File: config.mk
export PLATFORM = sky130hd
export DESIGN_NAME = pgprot_top
export DESIGN_NICKNAME = d
export VERILOG_FILES = /design/src/rtl/pgprot_pkg.sv /design/src/rtl/pgprot_key_sel.sv /design/src/rtl/pgprot_table.sv /design/src/rtl/pgprot_perm.sv /design/src/rtl/pgprot_fault.sv /design/src/rtl/pgprot_top.sv
export SDC_FILE = /design/constraint.sdc
export NUM_CORES = 1
export LEC_CHECK = 0
export BUFFER_PORTS_ARGS = -buffer_cell sky130_fd_sc_hd__buf_4
export CORE_ASPECT_RATIO = 2
export CORE_MARGIN = 2
export CORE_UTILIZATION = 45
export DETAILED_ROUTE_END_ITERATION = 10
export PLACE_DENSITY = 0.84
export SETUP_SLACK_MARGIN = 0.2
export SYNTH_ARGS = -nofsm -noshare
export SYNTH_HDL_FRONTEND = slang
export SYNTH_SLANG_ARGS = --single-unit
File: constraint.sdc
create_clock -name clk_i -period 2.85 [get_ports clk_i]
set_input_delay 0.57 -clock clk_i [delete_from_list [all_inputs] [get_ports clk_i]]
set_output_delay 0.57 -clock clk_i [all_outputs]
set_load 0.005 [all_outputs]
File: src/rtl/pgprot_pkg.sv
`timescale 1ns/1ps
package pgprot_pkg;

  localparam int unsigned SYN_W  = 32;
  localparam int unsigned CODE_W = 3;
  localparam int unsigned PERM_W = 3;

  // perm vector bit positions
  localparam int unsigned PB_RD = 0;
  localparam int unsigned PB_WR = 1;
  localparam int unsigned PB_EX = 2;

  typedef enum logic [1:0] {
    ACC_RD  = 2'd0,
    ACC_WR  = 2'd1,
    ACC_FX  = 2'd2,
    ACC_RD2 = 2'd3
  } acc_e;

  typedef enum logic [2:0] {
    FC_NONE  = 3'd0,
    FC_ISTOR = 3'd1,
    FC_DSTOR = 3'd2,
    FC_ISEG  = 3'd3,
    FC_DSEG  = 3'd4
  } fclass_e;

  localparam logic [SYN_W-1:0] SYN_PTE_MISS = 32'h4000_0000;
  localparam logic [SYN_W-1:0] SYN_RIGHTS   = 32'h0800_0000;
  localparam logic [SYN_W-1:0] SYN_SEG_NX   = 32'h1000_0000;
  localparam logic [SYN_W-1:0] SYN_WR_FLAG  = 32'h0200_0000;

endpackage

File: src/rtl/pgprot_key_sel.sv
`timescale 1ns/1ps
module pgprot_key_sel
  import pgprot_pkg::*;
(
  input  logic              priv_i,
  input  logic              key_user_i,
  input  logic              key_sup_i,
  input  logic [1:0]        pp_i,
  input  logic              pp_hi_i,
  output logic              key_o,
  output logic [CODE_W-1:0] code_o
);
  assign key_o  = priv_i ? key_sup_i : key_user_i;
  assign code_o = {pp_hi_i, pp_i};
endmodule

File: src/rtl/pgprot_table.sv
`timescale 1ns/1ps
module pgprot_table
  import pgprot_pkg::*;
#(
  parameter bit KEY = 1'b0
) (
  input  logic [CODE_W-1:0] code_i,
  output logic              rd_o,
  output logic              wr_o
);
  always_comb begin
    rd_o = 1'b0;
    wr_o = 1'b0;
    if (!KEY) begin
      unique case (code_i)
        3'd0, 3'd1, 3'd2: begin rd_o = 1'b1; wr_o = 1'b1; end
        3'd3, 3'd6:       rd_o = 1'b1;
        default:          ;
      endcase
    end else begin
      unique case (code_i)
        3'd2:       begin rd_o = 1'b1; wr_o = 1'b1; end
        3'd1, 3'd3: rd_o = 1'b1;
        default:    ;
      endcase
    end
  end
endmodule

File: src/rtl/pgprot_perm.sv
`timescale 1ns/1ps
module pgprot_perm
  import pgprot_pkg::*;
(
  input  logic              key_i,
  input  logic [CODE_W-1:0] code_i,
  input  logic              pte_nx_i,
  input  logic              pte_guard_i,
  input  logic              seg_nx_i,
  output logic [PERM_W-1:0] perm_o
);
  localparam int unsigned N_KEYS = 2;

  logic [N_KEYS-1:0] rd_k;
  logic [N_KEYS-1:0] wr_k;

  for (genvar k = 0; k < N_KEYS; k++) begin : g_tbl
    pgprot_table #(.KEY(k[0])) u_tbl (
      .code_i (code_i),
      .rd_o   (rd_k[k]),
      .wr_o   (wr_k[k])
    );
  end

  always_comb begin
    perm_o        = '0;
    perm_o[PB_RD] = rd_k[key_i];
    perm_o[PB_WR] = wr_k[key_i];
    perm_o[PB_EX] = ~(pte_nx_i | pte_guard_i | seg_nx_i);
  end
endmodule

File: src/rtl/pgprot_fault.sv
`timescale 1ns/1ps
module pgprot_fault
  import pgprot_pkg::*;
(
  input  logic              req_i,
  input  logic [1:0]        acc_i,
  input  logic              seg_hit_i,
  input  logic              seg_nx_i,
  input  logic              pte_hit_i,
  input  logic [PERM_W-1:0] perm_i,
  output logic              viol_o,
  output logic              fault_o,
  output logic [2:0]        class_o,
  output logic [SYN_W-1:0]  syn_o,
  output logic              data_fault_o
);
  acc_e              acc;
  logic              is_fx;
  logic              is_wr;
  logic [PERM_W-1:0] need;
  logic [SYN_W-1:0]  wr_bits;
  fclass_e           cls;

  assign acc   = acc_e'(acc_i);
  assign is_fx = (acc == ACC_FX);
  assign is_wr = (acc == ACC_WR);

  always_comb begin
    need = '0;
    unique case (acc)
      ACC_WR:  need[PB_WR] = 1'b1;
      ACC_FX:  need[PB_EX] = 1'b1;
      default: need[PB_RD] = 1'b1;
    endcase
  end

  assign viol_o  = req_i & ~|(need & perm_i);
  assign wr_bits = is_wr ? SYN_WR_FLAG : '0;

  always_comb begin
    cls   = FC_NONE;
    syn_o = '0;
    if (req_i) begin
      if (!seg_hit_i) begin
        cls = is_fx ? FC_ISEG : FC_DSEG;
      end else if (is_fx && seg_nx_i) begin
        cls   = FC_ISTOR;
        syn_o = SYN_SEG_NX;
      end else if (!pte_hit_i) begin
        cls   = is_fx ? FC_ISTOR : FC_DSTOR;
        syn_o = SYN_PTE_MISS | wr_bits;
      end else if (viol_o) begin
        cls   = is_fx ? FC_ISTOR : FC_DSTOR;
        syn_o = SYN_RIGHTS | wr_bits;
      end
    end
  end

  assign class_o      = cls;
  assign fault_o      = (cls != FC_NONE);
  assign data_fault_o = (cls == FC_DSTOR) || (cls == FC_DSEG);
endmodule

File: src/rtl/pgprot_top.sv
`timescale 1ns/1ps
module pgprot_top
  import pgprot_pkg::*;
#(
  parameter int unsigned ADDR_W = 64
) (
  input  logic              clk_i,
  input  logic              rst_ni,
  input  logic              req_valid_i,
  input  logic [1:0]        acc_type_i,
  input  logic              priv_i,
  input  logic [ADDR_W-1:0] addr_i,
  input  logic              seg_hit_i,
  input  logic              seg_key_user_i,
  input  logic              seg_key_sup_i,
  input  logic              seg_noexec_i,
  input  logic              pte_hit_i,
  input  logic [1:0]        pte_pp_i,
  input  logic              pte_pp_hi_i,
  input  logic              pte_noexec_i,
  input  logic              pte_guard_i,
  output logic [2:0]        perm_o,
  output logic              viol_o,
  output logic              fault_o,
  output logic [2:0]        fault_class_o,
  output logic [31:0]       syndrome_o,
  output logic [ADDR_W-1:0] fault_addr_o
);
  logic              key;
  logic [CODE_W-1:0] code;
  logic              data_fault;
  logic [ADDR_W-1:0] fault_addr_q;

  pgprot_key_sel u_key (
    .priv_i     (priv_i),
    .key_user_i (seg_key_user_i),
    .key_sup_i  (seg_key_sup_i),
    .pp_i       (pte_pp_i),
    .pp_hi_i    (pte_pp_hi_i),
    .key_o      (key),
    .code_o     (code)
  );

  pgprot_perm u_perm (
    .key_i       (key),
    .code_i      (code),
    .pte_nx_i    (pte_noexec_i),
    .pte_guard_i (pte_guard_i),
    .seg_nx_i    (seg_noexec_i),
    .perm_o      (perm_o)
  );

  pgprot_fault u_fault (
    .req_i        (req_valid_i),
    .acc_i        (acc_type_i),
    .seg_hit_i    (seg_hit_i),
    .seg_nx_i     (seg_noexec_i),
    .pte_hit_i    (pte_hit_i),
    .perm_i       (perm_o),
    .viol_o       (viol_o),
    .fault_o      (fault_o),
    .class_o      (fault_class_o),
    .syn_o        (syndrome_o),
    .data_fault_o (data_fault)
  );

  always_ff @(posedge clk_i or negedge rst_ni) begin
    if (!rst_ni)         fault_addr_q <= '0;
    else if (data_fault) fault_addr_q <= addr_i;
  end

  assign fault_addr_o = fault_addr_q;
endmodule

== Word-level counts from Yosys, hierarchy flattened ==
Cells that the tools add are included.

* Register bits: 64
* Output and inout port bits: 104
* Input port bits: 80
* Word-level logic and storage cells: 50

* Order comparisons: 1
* Mux-type cells: 25
* Equality and inequality tests: 8
* Bitwise gates (word level): 5
* Reductions and logical operators: 10

{| class="wikitable"
|+ Operators by type and width
! operator !! number
|-
| 2-to-1 mux 32 bit || 5
|-
| 2-to-1 mux 26 bit || 1
|-
| 2-to-1 mux 3 bit || 6
|-
| 2-to-1 mux 1 bit || 12
|-
| == test 3 x 2 -> 1 bit (second input constant) || 3
|-
| OR reduction 3 bit || 3
|-
| == test 3 bit (second input constant) || 2
|-
| OR reduction 5 bit || 1
|-
| bitwise AND 3 bit || 1
|-
| == test 3 x 1 -> 1 bit (second input constant) || 1
|-
| logical NOT 3 bit || 1
|-
| nonzero test 3 bit || 1
|-
| == test 2 x 1 -> 1 bit (second input constant) || 1
|-
| == test 2 bit (second input constant) || 1
|-
| less-than comparator 1 x 2 -> 1 bit (second input constant) || 1
|-
| 2-to-1 mux 2 bit || 1
|-
| OR 1 bit || 2
|-
| OR reduction 2 bit || 1
|-
| bitwise AND 1 bit || 1
|-
| logical AND 1 bit || 1
|-
| logical NOT 1 bit || 1
|-
| logical OR 1 bit || 1
|-
| inverter 1 bit || 1
|}

== Depth between registers and ports, before layout ==
* Depth after elaboration: 16
* Mapped depth: 8
* Mapped depth without buffers: 7

== Cells and area by module ==
Synthesis repeated with hierarchy kept, for this count alone.

* Cells, all modules: 204
* Area, all modules: 3179.3 um^2

{| class="wikitable"
|+ By module, submodules not included
! module !! area each (um^2) !! cells an instance !! times used
|-
| pgprot_top || 2678.8 || 135 || 1
|-
| pgprot_fault || 395.4 || 57 || 1
|-
| pgprot_key_sel || 37.5 || 4 || 1
|-
| pgprot_perm || 27.5 || 3 || 1
|-
| pgprot_table at u_perm.g_tbl[1].u_tbl || 22.5 || 2 || 1
|-
| pgprot_table at u_perm.g_tbl[0].u_tbl || 17.5 || 3 || 1
|}

== Least setup slack after synthesis ==
Ideal clock, no wire load.

* Path kind: input to register
* From: in acc_type_i[0]
* To: reg fault_addr_q[15] (netlist: fault_addr_o[15])
* Data arrival time: 2.295 ns
* Data required time: 2.725 ns
* Setup time: 0.125 ns
* Stages on the path: 7
* Setup slack: 0.430 ns
* Cell sequence: inv_1 > ha_1 > o21ai_0 > a21boi_1 > a311oi_4 > buf_6 > mux2_2

* Cells in the longest elaborated chain, start to end: 14

{| class="wikitable"
|+ RTL lines
! element !! RTL line !! text
|-
| from (decl) || pgprot_top.sv:10 || <nowiki>input logic [1:0] acc_type_i,</nowiki>
|-
| == test 2 x 1 -> 1 bit or == test 2 bit (tied branches) || pgprot_fault.sv:30, pgprot_fault.sv:25 ||
|-
| OR reduction 2 bit (no source line) || - ||
|-
| 2-to-1 mux 1 bit || pgprot_fault.sv:30 || <nowiki>unique case (acc)</nowiki>
|-
| bitwise AND 3 bit || pgprot_fault.sv:37 || <nowiki>assign viol_o = req_i & ~|(need & perm_i);</nowiki>
|-
| OR reduction 3 bit || pgprot_fault.sv:37 ||
|-
| logical NOT 1 bit || pgprot_fault.sv:37 ||
|-
| bitwise AND 1 bit || pgprot_fault.sv:37 ||
|-
| 2-to-1 mux 3 bit || pgprot_fault.sv:52 || <nowiki>end else if (viol_o) begin</nowiki>
|-
| 2-to-1 mux 3 bit || pgprot_fault.sv:49 || <nowiki>end else if (!pte_hit_i) begin</nowiki>
|-
| 2-to-1 mux 3 bit || pgprot_fault.sv:46 || <nowiki>end else if (is_fx && seg_nx_i) begin</nowiki>
|-
| 2-to-1 mux 3 bit (*) || pgprot_fault.sv:44 || <nowiki>if (!seg_hit_i) begin</nowiki>
|-
| 2-to-1 mux 3 bit (*) || pgprot_fault.sv:43 || <nowiki>if (req_i) begin</nowiki>
|-
| == test 3 x 2 -> 1 bit or == test 3 bit (tied branches) || pgprot_fault.sv:61 || <nowiki>assign data_fault_o = (cls == FC_DSTOR) || (cls == FC_DSEG);</nowiki>
|-
| logical OR 1 bit (*) || pgprot_fault.sv:61 ||
|-
| to (signal assigned) || pgprot_top.sv:69 || <nowiki>else if (data_fault) fault_addr_q <= addr_i;</nowiki>
|-
| to (decl) || pgprot_top.sv:32 || <nowiki>logic [ADDR_W-1:0] fault_addr_q;</nowiki>
|}

Mark *: on every way between the ends. The rest lies on a longest branch, timed or not.
A chain may end at the register's enable or synchronous reset.

== Worst setup path in the final report ==
* From: in acc_type_i[1]
* To: out fault_class_o[0]

* Cells in the longest elaborated chain, start to end: 12

{| class="wikitable"
|+ RTL lines
! element !! RTL line !! text
|-
| == test 2 x 1 -> 1 bit or == test 2 bit (tied branches) || pgprot_fault.sv:30, pgprot_fault.sv:25 ||
|-
| OR reduction 2 bit (no source line) || - ||
|-
| 2-to-1 mux 1 bit || pgprot_fault.sv:30 ||
|-
| bitwise AND 3 bit || pgprot_fault.sv:37 ||
|-
| OR reduction 3 bit || pgprot_fault.sv:37 ||
|-
| logical NOT 1 bit || pgprot_fault.sv:37 ||
|-
| bitwise AND 1 bit || pgprot_fault.sv:37 ||
|-
| 2-to-1 mux 3 bit || pgprot_fault.sv:52 ||
|-
| 2-to-1 mux 3 bit || pgprot_fault.sv:49 ||
|-
| 2-to-1 mux 3 bit || pgprot_fault.sv:46 ||
|-
| 2-to-1 mux 3 bit (*) || pgprot_fault.sv:44 ||
|-
| 2-to-1 mux 3 bit (*) || pgprot_fault.sv:43 ||
|-
| to (decl) || pgprot_top.sv:25 || <nowiki>output logic [2:0] fault_class_o,</nowiki>
|}

Marks and branches as above.

==> summary.md <==
| Metric | Value |
|---|---|
| Status | `finished clean` |
| Vias in the first global route | `2,159` |
| Die ar. | `between 7000 and 8000 µm²` |
| Cts hold-fix bufs | `0` |
| Nets | `450` |
| CTS tree | `built` |
| Post-CTS Setup Bufs | `0` |
| DRC Markers | `0` |
| Initial antenna violation count | `0` |
| Ports | `184` |
| Final hold violation count | `0` |
| Placed insts | `443` |
| R2R Setup Slk | `around 2.0 ns` |
| Longest Clk Path Bufs | `2` |
| Clock transition at path regs | `0.05 ns` |
| Share of layout cells above drive strength 1 | `61.1%` |
| Final std cells w/o fill | `459` |
| Cells on worst reg2reg path | `1` |
| Rel. slew slack | `48.0%` |
| First-pass iteration count of the detailed router | `4` |
| Area Overhead vs Synth | `48.3%` |
| Core area | `approximately 6300 µm²` |
| Critical Path Start Type | `primary input` |
| Slew @ Worst Pin | `0.780 ns` |
| Reg2reg end | `fault_addr_o[24]` |
| Leak | `roughly 2.1 nW` |
| Max-slew violation count | `0` |
| Yosys warnings | `0` |
| Cell Pwr Density | `between 600 and 700 nW/µm²` |
| Fmax | `0.381 GHz` |
| Crit path cell chain | `buf_4, inv_1, ha_1, nor2b_1, o21ai_1, a21boi_2, nor2_2, o311a_1, buf_4` |
| CP max stage cell | `o311a_1` |
| Top post-synthesis cells by area | `dfrtp_1, mux2_2, buf_4` |
| DP HPWL | `around 5300 µm` |
| WP data arrival | `2.06 ns` |
| Grt ovf | `0` |
| DRT iter0 DRCs | `78` |
| Synthesized instance count | `208` |
| Antenna cells | `0` |
| Worst skew pair latency | `0.32 ns` |
| Port Buf Inserts | `155` |
| Clk_skew | `0 ns` |
| Largest net degree at the start of global routing | `65` |
| Global-route wire length before repair | `~10000 µm` |
| Rows | `41` |
| Syn Area/Cell | `~14 µm²` |
| # setup viols final | `0` |
| Critical Path Most Common Cell | `buf_4` |
| Final Wtd Congestion | `0.862` |
| Vias/cell | `4.76` |
| Worst Hold Class | `in -> async` |
| Global-route usage over all layers | `19.5%` |
| Worst Setup End Kind | `output port` |
| Sequential-to-total area share from yosys stat | `a little under three fifths` |
| Sink Count | `between 60 and 70` |
| Wire per inst | `15.1 µm` |
| Yosys cell types | `27` |
| Final period util | `92.2%` |
| Die height | `117 µm` |
| Largest register FFs | `64` |
| Max Cap Viol | `0` |
| Routed WL | `between 6000 and 7000 µm` |
| RR Startpoint | `fault_addr_o[24]` |
| Sum Neg Setup Slack | `0 ns` |
| DR vias | `2,186` |
| Min cycle time layout | `roughly 2.6 ns` |
| RSZ-0062 raised after global routing | `no` |
| Synthesis-stage register bit count | `64` |
| Critical Path RT | `2.28 ns` |
| CTS buffer count | `9` |
| Post-route ant nets | `0` |
| Synth Cell Area | `between 2000 and 3000 µm²` |
| Top cell type by total area after synthesis | `dfrtp_1` |
| Die Wd | `60.6 µm` |
| Worst vdd ir | `between 400 and 500 µV` |
| Starting Density | `a little under half` |
| Fin util | `68.3%` |
| Top cell type's share of synthesized area | `55.5%` |
| CP max FO | `5` |
| Crit Path Class | `in -> out` |
| Root Buffer | `clkbuf_16` |
| H-tree depth | `3` |
| Critical Path Max Stage Delay | `0.34 ns` |
worst max-delay path by stage:
stage / start / endpoint / slack, ns / depth (start not counted)
floorplan: acc_type_i[0] / fault_addr_o[15] / 0.43 / 7
global placement: acc_type_i[1] / fault_class_o[0] / 0.27 / 9
detailed placement: acc_type_i[1] / fault_class_o[0] / 0.14 / 9
CTS: acc_type_i[1] / fault_class_o[0] / 0.23 / 9
global route: acc_type_i[1] / fault_class_o[0] / 0.21 / 9
finish: acc_type_i[1] / fault_class_o[0] / 0.22 / 9
kinds of logic (layout without fill, tap and decap cells):
group,count (synthesis),in the layout,share of synthesized area [%]
flops,64,64,55.5
compound gates,13,13,3.69
simple gates,21,21,3.56
mux,66,66,25.7
fa+ha+maj,2,2,0.868
buf+inv,41,179,10.5
other cells,1,28,0.130
cells in the mapped netlist, drive strengths merged:
master,count
dfrtp,64
mux2,64
buf,34
inv,6
nand2,5
nor2,5
o21ai,4
nor2b,3
a21oi,2
and3,2
ha,2
mux2i,2
nand3,2
nor3,2
a21boi,1
a311oi,1
a31o,1
a31oi,1
clkbuf,1
conb,1
nand2b,1
nand3b,1
o221ai,1
o311a,1
o31a,1
repair_timing:
item | 4_1_cts | 5_1_grt
pin swaps | 0 | 1
gates resized for setup | 1 | 2
endpoints found under the setup margin | 2 | 4
critical path, delay by kind of cell:
| kind | cells | cell delay (ns) |
|---|---|---|
| buffers and inverters | 3 | 0.29 |
| adder cells (fa/ha/maj) | 1 | 0.18 |
| AO/OA/AOI/OAI | 3 | 0.71 |
| AND/OR/NAND/NOR | 2 | 0.31 |
cell usage in the layout, fill, tap and decap left out:
master      netlist  routed
o21ai_0           4       3
buf_4            28     156
o221ai_1          1       1
nand2b_1          1       1
mux2_2           54      54
a31o_2            1       1
a31oi_1           1       1
conb_1            1      28
clkbuf_8          0       1
clkbuf_1          1       3
nand2_1           5       5
nand3_1           2       2
o21ai_1           0       1
clkinvlp_4        0       1
buf_12            0       1
nand3b_1          1       1
mux2i_1           2       2
nor2_2            0       1
a311oi_4          1       1
clkinv_2          0       2
ha_1              2       2
clkbuf_16         0       9
inv_1             6       6
mux2_1           10      10
nor3_1            2       2
and3_1            2       2
nor2_1            5       4
nor2b_1           3       3
o311a_1           1       1
dfrtp_1          64      64
a21boi_2          0       1
a21oi_1           2       2
o31a_1            1       1
report_power, final:
part | switching, W | internal (W) | total, W
logic | 0.000234 | 0.000418 | 0.000652
clock network | 0.000351 | 0.000608 | 0.000959
registers | 0.0000820 | 0.00107 | 0.00115
total | 0.000667 | 0.00210 | 0.00277
per-layer routing:
| metal | global-route usage, % | up-vias | wire length [µm] |
|---|---|---|---|
| li1 | - | 991 | - |
| met1 | 17.0 | 1029 | 2030 |
| met2 | 36.3 | 146 | 4060 |
| met3 | 5.38 | 20 | 586 |
| met4 | 12.6 | 0 | 233 |
| met5 | 0 | - | 0 |
stage by stage:
stage          cell area (µm²)  setup slack, ns  hold WS [ns]  total power [W]
6_report                  4280            0.222         0.324          0.00277
4_1_cts                   4270            0.226         0.352          0.00280
2_1_floorplan             2990            0.430         0.274          0.00143
3_3_place_gp              4000            0.269         0.468          0.00180
5_1_grt                   4280            0.211         0.388          0.00292
3_5_place_dp              4000            0.140         0.476          0.00183
final cells by class:
cell class	instances	area, µm²
clock buffers	13	250
clock inverters	3	17.5
fillers	502	1980
inverters	6	22.5
multi-input cells	130	1090
flip-flops and latches	64	1600
well taps	86	108
repair buffers	157	1190
No activity file was read; power rests on OpenSTA's default activity.
